`src/rtl/audio_serial_port.sv`:
```
module audio_serial_port (
  input  logic        clk,
  input  logic        rst_n,
  input  logic [1:0]  rate_sel,
  input  logic [2:0]  fmt,
  input  logic [23:0] tx_left,
  input  logic [23:0] tx_right,
  input  logic        sdi,
  output logic        bclk,
  output logic        ws,
  output logic        sdo,
  output logic [23:0] rx_data,
  output logic        rx_valid,
  output logic        rx_right
);

  function automatic logic [2:0] half_of(input logic [1:0] r);
    case (r)
      2'd0:    half_of = 3'd2;
      2'd1:    half_of = 3'd3;
      default: half_of = 3'd4;
    endcase
  endfunction

  function automatic logic [5:0] out_start(input logic [2:0] f);
    case (f)
      3'd0:    out_start = 6'd1;
      3'd2:    out_start = 6'd16;
      3'd3:    out_start = 6'd14;
      3'd4:    out_start = 6'd12;
      default: out_start = 6'd0;
    endcase
  endfunction

  function automatic logic [5:0] out_len(input logic [2:0] f);
    case (f)
      3'd0:    out_len = 6'd24;
      3'd2:    out_len = 6'd16;
      3'd3:    out_len = 6'd18;
      default: out_len = 6'd20;
    endcase
  endfunction

  function automatic logic [5:0] in_start(input logic [2:0] f);
    case (f)
      3'd0:       in_start = 6'd1;
      3'd1:       in_start = 6'd0;
      3'd2, 3'd5: in_start = 6'd16;
      3'd3, 3'd6: in_start = 6'd14;
      default:    in_start = 6'd12;
    endcase
  endfunction

  function automatic logic [5:0] in_len(input logic [2:0] f);
    case (f)
      3'd0:       in_len = 6'd24;
      3'd2, 3'd5: in_len = 6'd16;
      3'd3, 3'd6: in_len = 6'd18;
      default:    in_len = 6'd20;
    endcase
  endfunction

  logic [2:0]  ph;
  logic [5:0]  bitc;
  logic [2:0]  fmt_q;
  logic [1:0]  rate_q;
  logic [23:0] txw, rxw;
  logic        primed;

  wire         fall       = (ph == 3'd0);
  wire         rise       = (ph == half_of(rate_q));
  wire  [5:0]  nbit       = bitc + 6'd1;
  wire         frame_new  = (nbit == 6'd0);
  wire  [4:0]  nslot      = nbit[4:0];
  wire         nws        = nbit[5];
  wire         half_new   = (nslot == 5'd0);
  wire  [2:0]  nfmt       = frame_new ? fmt : fmt_q;
  wire  [1:0]  nrate      = frame_new ? rate_sel : rate_q;
  wire  [23:0] nword      = half_new ? (nws ? tx_right : tx_left) : txw;
  wire  [5:0]  opos       = {1'b0, nslot} - out_start(nfmt);
  wire         obit       = (opos < out_len(nfmt)) ? nword[5'd23 - opos[4:0]] : 1'b0;
  wire  [5:0]  ipos       = {1'b0, bitc[4:0]} - in_start(fmt_q);
  wire         take       = (ipos < in_len(fmt_q));
  wire  [2:0]  ph_top     = {half_of(nrate), 1'b0} - 3'd1;

  always_ff @(posedge clk) begin
    if (!rst_n) begin
      ph       <= '0;
      bitc     <= '1;
      bclk     <= 1'b1;
      ws       <= 1'b1;
      sdo      <= 1'b0;
      fmt_q    <= '0;
      rate_q   <= '0;
      txw      <= '0;
      rxw      <= '0;
      rx_data  <= '0;
      rx_valid <= 1'b0;
      rx_right <= 1'b0;
      primed   <= 1'b0;
    end else begin
      rx_valid <= 1'b0;
      if (fall) begin
        ph     <= ph_top;
        bclk   <= 1'b0;
        bitc   <= nbit;
        ws     <= nws;
        sdo    <= obit;
        txw    <= nword;
        fmt_q  <= nfmt;
        rate_q <= nrate;
        if (half_new) begin
          rxw    <= '0;
          primed <= 1'b1;
          if (primed) begin
            rx_data  <= rxw;
            rx_valid <= 1'b1;
            rx_right <= ws;
          end
        end
      end else begin
        ph <= ph - 3'd1;
        if (rise) begin
          bclk <= 1'b1;
          if (take) rxw[5'd23 - ipos[4:0]] <= sdi;
        end
      end
    end
  end

endmodule


```
`config.mk`:
```
export PLATFORM = sky130hd
export DESIGN_NAME = audio_serial_port
export DESIGN_NICKNAME = d
export VERILOG_FILES = /design/src/rtl/audio_serial_port.sv
export SDC_FILE = /design/constraint.sdc
export NUM_CORES = 1
export LEC_CHECK = 0
export BUFFER_PORTS_ARGS = -buffer_cell sky130_fd_sc_hd__buf_4
export CORE_MARGIN = 4
export CORE_UTILIZATION = 55
export CTS_CLUSTER_SIZE = 20
export DETAILED_ROUTE_END_ITERATION = 8
export GPL_TIMING_DRIVEN = 0
export PLACE_DENSITY = 0.76
export SLEW_MARGIN = 20
export SYNTH_ARGS = -nofsm -noshare
export SYNTH_HDL_FRONTEND = slang
export SYNTH_SLANG_ARGS = --single-unit
```
`constraint.sdc`:
```
create_clock -name clk -period 6 [get_ports clk]
set_input_delay 0.3 -clock clk [delete_from_list [all_inputs] [get_ports clk]]
set_output_delay 0.3 -clock clk [all_outputs]
set_load 0.1 [all_outputs]
```
[Word-level counts from Yosys, hierarchy flattened]
Index checks and enable logic that the tools add are counted.
Word-level totals
  output and inout bits: 29
  logic and storage cells: 77
  bits of input ports: 56
  register bits: 92
Operators by class
  magnitude comparators: 5
  equality and inequality tests: 12
  reduce and logical (&&, ||, !) cells: 16
  add/sub/neg operators: 7
  multiplexer cells: 24
Operator list (count)
  2-to-1 mux 24 bit: 6
  case mux 5 bit (4 select lines): 2
  bitwise mux 24 bit: 1
  case mux 4 bit (3 select lines): 2
  equality test 3 x 2 -> 1 bit, second input constant: 4
  less-than comparator 5 x 6 -> 1 bit, second input constant: 2
  less-than comparator 6 bit: 2
  subtractor 5 x 6 -> 6 bit: 2
  subtractor 5 bit, first input constant: 2
  equality test 3 bit, second input constant: 3
  logical NOT 3 bit: 3
  AND reduction 3 bit: 3
  adder 6 x 1 -> 6 bit, second input constant: 1
  logical NOT 6 bit: 1
  2-to-1 mux 1 bit: 6
  2-to-1 mux 3 bit: 2
  case mux 3 bit (2 select lines): 1
  subtractor 3 x 1 -> 3 bit, second input constant: 2
  binary-select mux 1 bit (select 5 bit): 1
  demux 1 bit (select 5 bit): 1
  greater-or-equal comparator 5 x 1 -> 1 bit, second input constant: 1
  logical NOT 5 bit: 1
  equality test 2 x 1 -> 1 bit, second input constant: 2
  logical NOT 2 bit: 2
  9 further kinds: 11

[Depth between registers and ports, before layout]
Gate-level depths: netlist (run 1).
  depth in word-level cells: 13
  mapped depth: 21
  depth with buffers taken out: 18

[Worst setup path before layout (run 1)]
OpenSTA, ideal clock, no wires.
  path kind: register to register
  start: register ws (netlist name)
  end: register sdo
  cell stages (with the launch flop): 19
  setup slack: 1.431 ns
  buffers on the path: 3
  data required time: 5.940 ns
  setup time: 0.060 ns
  period minus slack after synthesis: 4.569 ns
  arrival: 4.509 ns
  cells stage by stage: dfxtp_1 -> or3_1 -> and2_1 -> buf_6 -> buf_4 -> and2_1 -> clkbuf_1 -> a31o_2 -> ha_1 -> inv_1 -> fa_1 -> xnor2_1 -> inv_1 -> ha_1 -> o21ai_0 -> a21o_1 -> o31ai_1 -> o41ai_1 -> a41o_1
RTL lines
  end signal: assignment: line 108  | sdo <= obit;
  end: declaration: line 11  | output logic sdo,

[Worst setup path after layout (run 1)]
  start: register bitc[1]
  end: register sdo
Between the ends
  cells in the longest elaborated chain, start to end: 10
  elaborated cells on any way between the ends: 18
  classes of those cells: add/sub: 3; order compare: 1; eq/ne: 3; mux: 8; reduce/logical: 3
RTL lines
  start: declaration: line 64  | logic [5:0] bitc;
  start signal: assignment: line 106  | bitc <= nbit;
  adder 6 x 1 -> 6 bit (*): line 72  | wire [5:0] nbit = bitc + 6'd1;
  logical NOT 6 bit: line 73  | wire frame_new = (nbit == 6'd0);
  2-to-1 mux 3 bit: line 77  | wire [2:0] nfmt = frame_new ? fmt : fmt_q;
  equality test 3 bit (tied with other cells): line 26  | case (f)
  case mux 5 bit (4 select lines): line 26
  subtractor 5 x 6 -> 6 bit: line 80  | wire [5:0] opos = {1'b0, nslot} - out_start(nfmt);
  subtractor 5 bit: line 81  | wire obit = (opos < out_len(nfmt)) ? nword[5'd23 - opos[4:0]] : 1'b0;
  binary-select mux 1 bit (select 5 bit): line 81
  2-to-1 mux 1 bit (not written as such): line 81
  2-to-1 mux 1 bit (*): line 81
Mark *: on every way between the ends. The rest lies on a longest branch, timed or not. The select of a mux whose other input is x is not followed.
A chain may end at the register's enable or synchronous reset.

==> results of run 1 <==
## cells in the mapped netlist, types with 6 or more instances
| cell | count | area, sq um |
|---|---|---|
| nor3_1 | 6 | 30.0 |
| and3_1 | 7 | 43.8 |
| nor2_1 | 23 | 86.3 |
| mux2i_1 | 30 | 300 |
| and2_1 | 11 | 68.8 |
| xor2_1 | 7 | 61.3 |
| a21oi_1 | 39 | 195 |
| o211a_1 | 21 | 210 |
| inv_1 | 30 | 113 |
| clkbuf_1 | 39 | 146 |
| a21o_1 | 6 | 45.0 |
| nor2b_1 | 11 | 68.8 |
| ha_1 | 18 | 225 |
| nand2_1 | 116 | 435 |
| xnor2_1 | 9 | 78.8 |
| a21boi_0 | 52 | 390 |
| mux4_2 | 8 | 180 |
| o21ai_0 | 35 | 175 |
| dfxtp_1 | 91 | 1820 |
## layer usage
layer / routed length (um) / share of wire / GRT usage
met1: 6110 / 0.47 / 0.319
met2: 6110 / 0.47 / 0.386
met4: 290 / 0.022 / 0.0918
met3: 608 / 0.046 / 0.0361
met5: 0 / 0 / 0
## worst max-delay path: stages, from the launching register on
cell      delay (ns)
dfxtp_1         0.45
ha_1            0.33
nand2b_1        0.17
nor4_1          0.23
or2_2           0.17
buf_2           0.25
and2_1          0.19
clkbuf_1        0.27
a31o_2          0.23
ha_1            0.14
inv_1           0.05
fa_1            0.40
xnor2_1         0.71
inv_1           0.24
ha_1            0.34
o21ai_0         0.16
a21o_1          0.11
o31ai_1         0.06
o41ai_1         0.42
a41o_1          0.22
## path summary, 6_finish.rpt
path / cells after the start / to / slack, ns
worst max-delay path: 19 / sdo / 0.81
worst min register to register: 2 / rx_data[19] / 0.46
worst min-delay path: 3 / fmt_q[0] / 0.26
worst max register to register: 19 / sdo / 0.81
## area by class of cell
type / instances / area share
Buffer: 51 / 0.0379
Clock buffer: 10 / 0.0222
Clock inverter: 6 / 0.0125
Inverter: 30 / 0.0181
Multi-Input combinational cell: 454 / 0.489
Sequential cell: 91 / 0.293
Tap cell: 129 / 0.0260
Timing Repair Buffer: 83 / 0.100
## flip-flops by register name, summed over array words and instances (netlist names)
| register | cells |
|---|---|
| fmt_q | 3 |
| txw | 24 |
| rx_right | 1 |
| bclk | 1 |
| rx_valid | 1 |
| rate_q | 2 |
| rxw | 24 |
| sdo | 1 |
| ph | 3 |
| primed | 1 |
| bitc | 5 |
| ws | 1 |
| rx_data | 24 |
## layout by cell type (no fill, tap or decap), drive strengths merged, types with 6 or more instances in the layout
cell / n
o21ai: 36
xor2: 7
and3: 7
nand3: 6
a21oi: 39
inv: 34
a21boi: 52
buf: 95
xnor2: 9
mux4: 8
and2: 11
mux2i: 30
a21o: 6
o211a: 21
clkbuf: 49
nand2: 117
ha: 18
dfxtp: 91
nor2: 23
nor3: 7
nor2b: 11
## stage by stage
step	util	area, sq um	total power [uW]
final	0.672	6210	3700
after global routing	0.672	6210	4010
after CTS	0.672	6210	3680
after detailed placement	0.648	5990	3200
after global placement	0.648	5990	3130
after floorplan	-	5210	2680
## power by group
group	internal (uW)	switching (uW)
combinational	1040	1450
sequential	693	61.7
clock	213	242
total	1950	1750
## cell families (layout without fill, tap and decap cells)
| group | Yosys count | in the layout | share of synthesized area |
|---|---|---|---|
| AOI/OAI and AO/OA | 178 | 178 | 0.233 |
| xor gates and xnor gates | 16 | 16 | 0.0269 |
| adders and majority gates | 20 | 20 | 0.0509 |
| buffers and inverters | 81 | 180 | 0.0668 |
| DFF | 91 | 91 | 0.350 |
| muxes | 43 | 43 | 0.104 |
| and+or+nand+nor | 197 | 197 | 0.169 |
==> run metrics, run 1 <==
Fmax achieved=193 MHz; CP Capture Type=flip-flop; routability cong.=0.882; Vias/cell=5.56; Netlist cell types=53; Core Area=9240 sq um; Post-synth top flop=dfxtp_1; routed len/inst=15.4 um; Max-slew headroom=0.371; Hold Startpoint=fmt[0]; status=complete, no violations; period utilization=0.865; RSZ-0062 raised after global routing=no; CTS tree=built; # diodes=0; Final #Nets=796; VDD IR-drop max=0.369 mV; multi-input logic area=3040 sq um; final-report setup violation count=0; LEAKAGE=0.00271 uW; Tightest Pin Transition=0.919 ns; DRC Markers=0; worst r2r src=bitc[1]; Data required, critical path=6.31 ns; sequential area share after synthesis=0.350; largest net degree at the start of global routing=18; Post-CTS Setup Inserts=0; Seq. cell area=1820 sq um; Gate Count Post-Synth=626; final number of hold-violating endpoints=0; H-tree Lvls=3; worst-skew pair later-pin latency=0.37 ns; Initial Util=0.564; Die Area=11100 sq um; clock slew at reported path FFs=0.10 ns; Std-Cell Rows=35; Ports=85; final cell count without fillers=854; DRT iter0 DRCs=228; CP Launch Type=flip-flop; final-report max-slew violation count=0; Fin Setup TNS=0 ns; I/O Buffers=83; Die Ht=105 um; initial antenna violation count=0; CTS-repair resized insts=0; number of synthesized flops with an enable pin=0; Total GRT Usage=0.238; pwr/cell area=596 nW/um^2; 1st-pass router iterations=5; Critical Path Source=bitc[1]; CTS Hold Bufs=0; dpl hpwl=10100 um; Via Count=4752; final wirelength=13100 um; placed cell count=838; Hold Path Class=input port to flip-flop; mapped cell area=5210 sq um; final hold slack=0.262 ns; die width=105 um; first-pass GRT wire length=22000 um; crit path max fanout=10; minimum clock period=5.19 ns; critical path arrival=5.50 ns; mean post-synth cell area=8.32 sq um; gr ovfl total=0; fill count=778; Synth Warn #=0; Worst Skew=0.0142 ns; Routed Antenna Nets=0; layout cells sized above 1=0.175; Post-synth ARST share=0; CTS max path bufs=2; root buffer cell=clkbuf_8; vias in the first global route=4659; Mapped Nets=702; Max-cap violations=0; Seq cells post-synth=91; Final WS setup=0.810 ns; total CTS buffers=9; CTS sink cnt=91; WS Path Type=flip-flop to flip-flop; dpl ws=0.882 ns; area delta synth->final=19.2%
No activity file was read; power rests on OpenSTA's default activity.
==> inputs of run 2 (changes only) <==
ABC_AREA = 1   (was unset)
==> run metrics, run 2 <==
final wirelength=14900 um (was 13100 um); CTS sink cnt=91 (unchanged); clock slew at reported path FFs=0.10 ns (about the same); Critical Path Max Stage Delay=0.69 ns (was 0.71 ns); most frequent cell after synthesis=nand2_1 (unchanged); Final WS setup=1.97 ns (was 0.810 ns); Mapped Nets=890 (was 702); DRT iter0 DRCs=316 (was 228); Std-Cell Rows=35 (unchanged); reg-to-reg slack, setup=1.97 ns (was 0.81 ns); root buffer cell=clkbuf_8 (unchanged); crit path max fanout=9 (was 10); # diodes=0 (unchanged); LEAKAGE=0.00278 uW (was 0.00271 uW); total power=3630 uW (was 3700 uW); CP Capture Type=flip-flop (unchanged); Tightest Pin Transition=0.636 ns (was 0.919 ns); routability cong.=0.891 (was 0.882); Synth Warn #=0 (unchanged); Gate Count Post-Synth=814 (was 626); mean post-synth cell area=6.47 sq um (was 8.32 sq um); WS Path Type=flip-flop to flip-flop (unchanged); CTS Hold Bufs=0 (unchanged); Post-synth top flop=dfxtp_1 (unchanged); hold depth=2 (was 3); routed len/inst=14.3 um (was 15.4 um); most numerous cell on the critical path=nand2_1 (was ha_1); CTS-repair resized insts=0 (unchanged); dpl ws=2.08 ns (was 0.882 ns); commonest cells after routing, fill and taps aside=232 x nand2_1, 117 x a21oi_1, 91 x dfxtp_1, 87 x buf_4, 87 x nand3_1 (was 116 x nand2_1, 91 x dfxtp_1, 87 x buf_4, 52 x a21boi_0); vias in the first global route=5202 (was 4659); Reg2Reg Depth=22 (was 19); largest net degree at the start of global routing=20 (was 18); die width=106 um (was 105 um); number of synthesized flops with an enable pin=0 (unchanged); I/O Buffers=84 (was 83); Max-cap violations=0 (unchanged); Total GRT Usage=0.264 (was 0.238); commonest non-fill, non-tap cell in the layout=nand2_1 (unchanged); Synth area leaders=dfxtp_1 35%, nand2_1 17%, a21oi_1 11% (was dfxtp_1 35%, nand2_1 8.4%, a21boi_0 7.5%); Vias/cell=5.39 (was 5.56); H-tree Lvls=3 (unchanged); Seq cells post-synth=91 (unchanged); Synth area leader=dfxtp_1 (unchanged); CP Cell Sequence=ha_1 -> nand2_1 -> nand2_1 -> nand3_1 -> nor2_2 -> nand2_2 -> o21a_1 -> inv_1 -> nand2_1 -> nor2_1 -> ha_1 -> inv_1 -> fa_1 -> inv_1 -> nand3_1 -> nand3_1 -> nand3_1 -> nand2_1 -> inv_1 -> nor2_1 -> nand2_1 -> a21oi_2 (was ha_1 -> nand2b_1 -> nor4_1 -> or2_2 -> buf_2 -> and2_1 -> clkbuf_1 -> a31o_2 -> ha_1 -> inv_1 -> fa_1 -> xnor2_1 -> inv_1 -> ha_1 -> o21ai_0 -> a21o_1 -> o31ai_1 -> o41ai_1 -> a41o_1); pwr/cell area=581 nW/um^2 (was 596 nW/um^2); Seq. cell area=1820 sq um (unchanged); DRC Markers=0 (unchanged); Data required, critical path=6.22 ns (was 6.31 ns); CTS max path bufs=2 (unchanged); Ports=85 (unchanged); Final #Nets=985 (was 796); Commonest cells post-synth=232 x nand2_1, 117 x a21oi_1, 91 x dfxtp_1 (was 116 x nand2_1, 91 x dfxtp_1, 52 x a21boi_0); Synth top area share=0.346 (was 0.350); Via Count=5626 (was 4752); final-report setup violation count=0 (unchanged); first-pass GRT wire length=24300 um (was 22000 um); Post-synth ARST share=0 (unchanged); minimum clock period=4.03 ns (was 5.19 ns); Core Area=9280 sq um (was 9240 sq um); Initial Util=0.567 (was 0.564); 1st-pass router iterations=5 (unchanged); VDD IR-drop max=0.427 mV (was 0.369 mV); Slowest-stage cell, CP=fa_1 (was xnor2_1); final number of hold-violating endpoints=0 (unchanged); CP Launch Type=flip-flop (unchanged); final-report max-slew violation count=0 (unchanged); Die Ht=106 um (was 105 um); Fin Setup TNS=0 ns (unchanged); critical path arrival=4.25 ns (was 5.50 ns); DP Area=6060 sq um (was 5990 sq um); leading registers by flop count=rx_data (24), rxw (24), txw (24) (unchanged); Max-slew headroom=0.576 (was 0.371); initial antenna violation count=0 (unchanged); total CTS buffers=9 (unchanged); dpl hpwl=11300 um (was 10100 um); CTS tree=built (unchanged); Worst Skew=0.0211 ns (was 0.0142 ns); sequential area share after synthesis=0.346 (was 0.350); status=complete, no violations (unchanged); Fmax achieved=248 MHz (was 193 MHz); Die Area=11200 sq um (was 11100 sq um); fill count=842 (was 778); Routed Antenna Nets=0 (unchanged); worst-skew pair later-pin latency=0.37 ns (about the same); fin area=6260 sq um (was 6210 sq um); layout cells sized above 1=0.149 (was 0.175); Post-CTS Setup Inserts=0 (unchanged); area delta synth->final=18.8% (was 19.2%); period utilization=0.671 (was 0.865); multi-input logic area=2890 sq um (was 3040 sq um); mapped cell area=5270 sq um (was 5210 sq um); RSZ-0062 raised after global routing=no (unchanged); Netlist cell types=34 (was 53); gr ovfl total=0 (unchanged); Hold Path Class=input port to flip-flop (unchanged)
-- run 2: layout make-up --
class                   instances  area share
clock buffers                   9      0.0198
well taps                     129      0.0258
inverters                      88      0.0528
multi-input cells             591       0.462
repair buffers                 84       0.101
plain buffers                  44      0.0352
clock inverters                 7      0.0122
flip-flops and latches         91       0.291
-- run 2: metal layers --
metal / GRT usage / share of wire
met1: 0.320 / 0.42
met2: 0.461 / 0.49
met3: 0.0465 / 0.055
met4: 0.110 / 0.030
met5: 0 / 0
-- run 2: through the flow --
stage | hold slack, ns | utilization | cells
2_1_floorplan | 0.384 | - | 814
3_5_place_dp | 0.432 | 0.653 | 1027
5_1_grt | 0.186 | 0.674 | 1043
3_3_place_gp | 0.426 | 0.653 | 1027
6_report | 0.186 | 0.674 | 1043
4_1_cts | 0.178 | 0.674 | 1043
-- run 2: final timing paths --
path / from / end
worst max-delay path: bitc[1] / sdo
worst min-delay path: rst_n / bitc[1]
worst max register to register: bitc[1] / sdo
worst min register to register: ph[0] / ph[0]
-- run 2: cells by family (layout without fill, tap and decap cells) --
family | Yosys count | count (layout) | synth area share
compound gates | 167 | 167 | 0.164
xor+xnor | 4 | 4 | 0.00665
fa+ha+maj | 20 | 20 | 0.0504
buf+inv | 132 | 232 | 0.105
flops | 91 | 91 | 0.346
simple gates | 400 | 400 | 0.329
-- run 2: worst max-delay path, delay by kind of cell, from the launching register on --
family / cells / cell delay [ns]
buffers and inverters: 4 / 0.48
adders and majority gates: 3 / 1.16
and+or+nand+nor: 13 / 1.35
DFF: 1 / 0.58
AOI/OAI and AO/OA: 2 / 0.31
-- run 2: power breakdown --
group	switching [uW]	leakage, uW	internal, uW
Sequential	60.9	0.000737	663
Clock	262	0.000102	165
Combinational	1690	0.00194	789
Total	2020	0.00278	1620
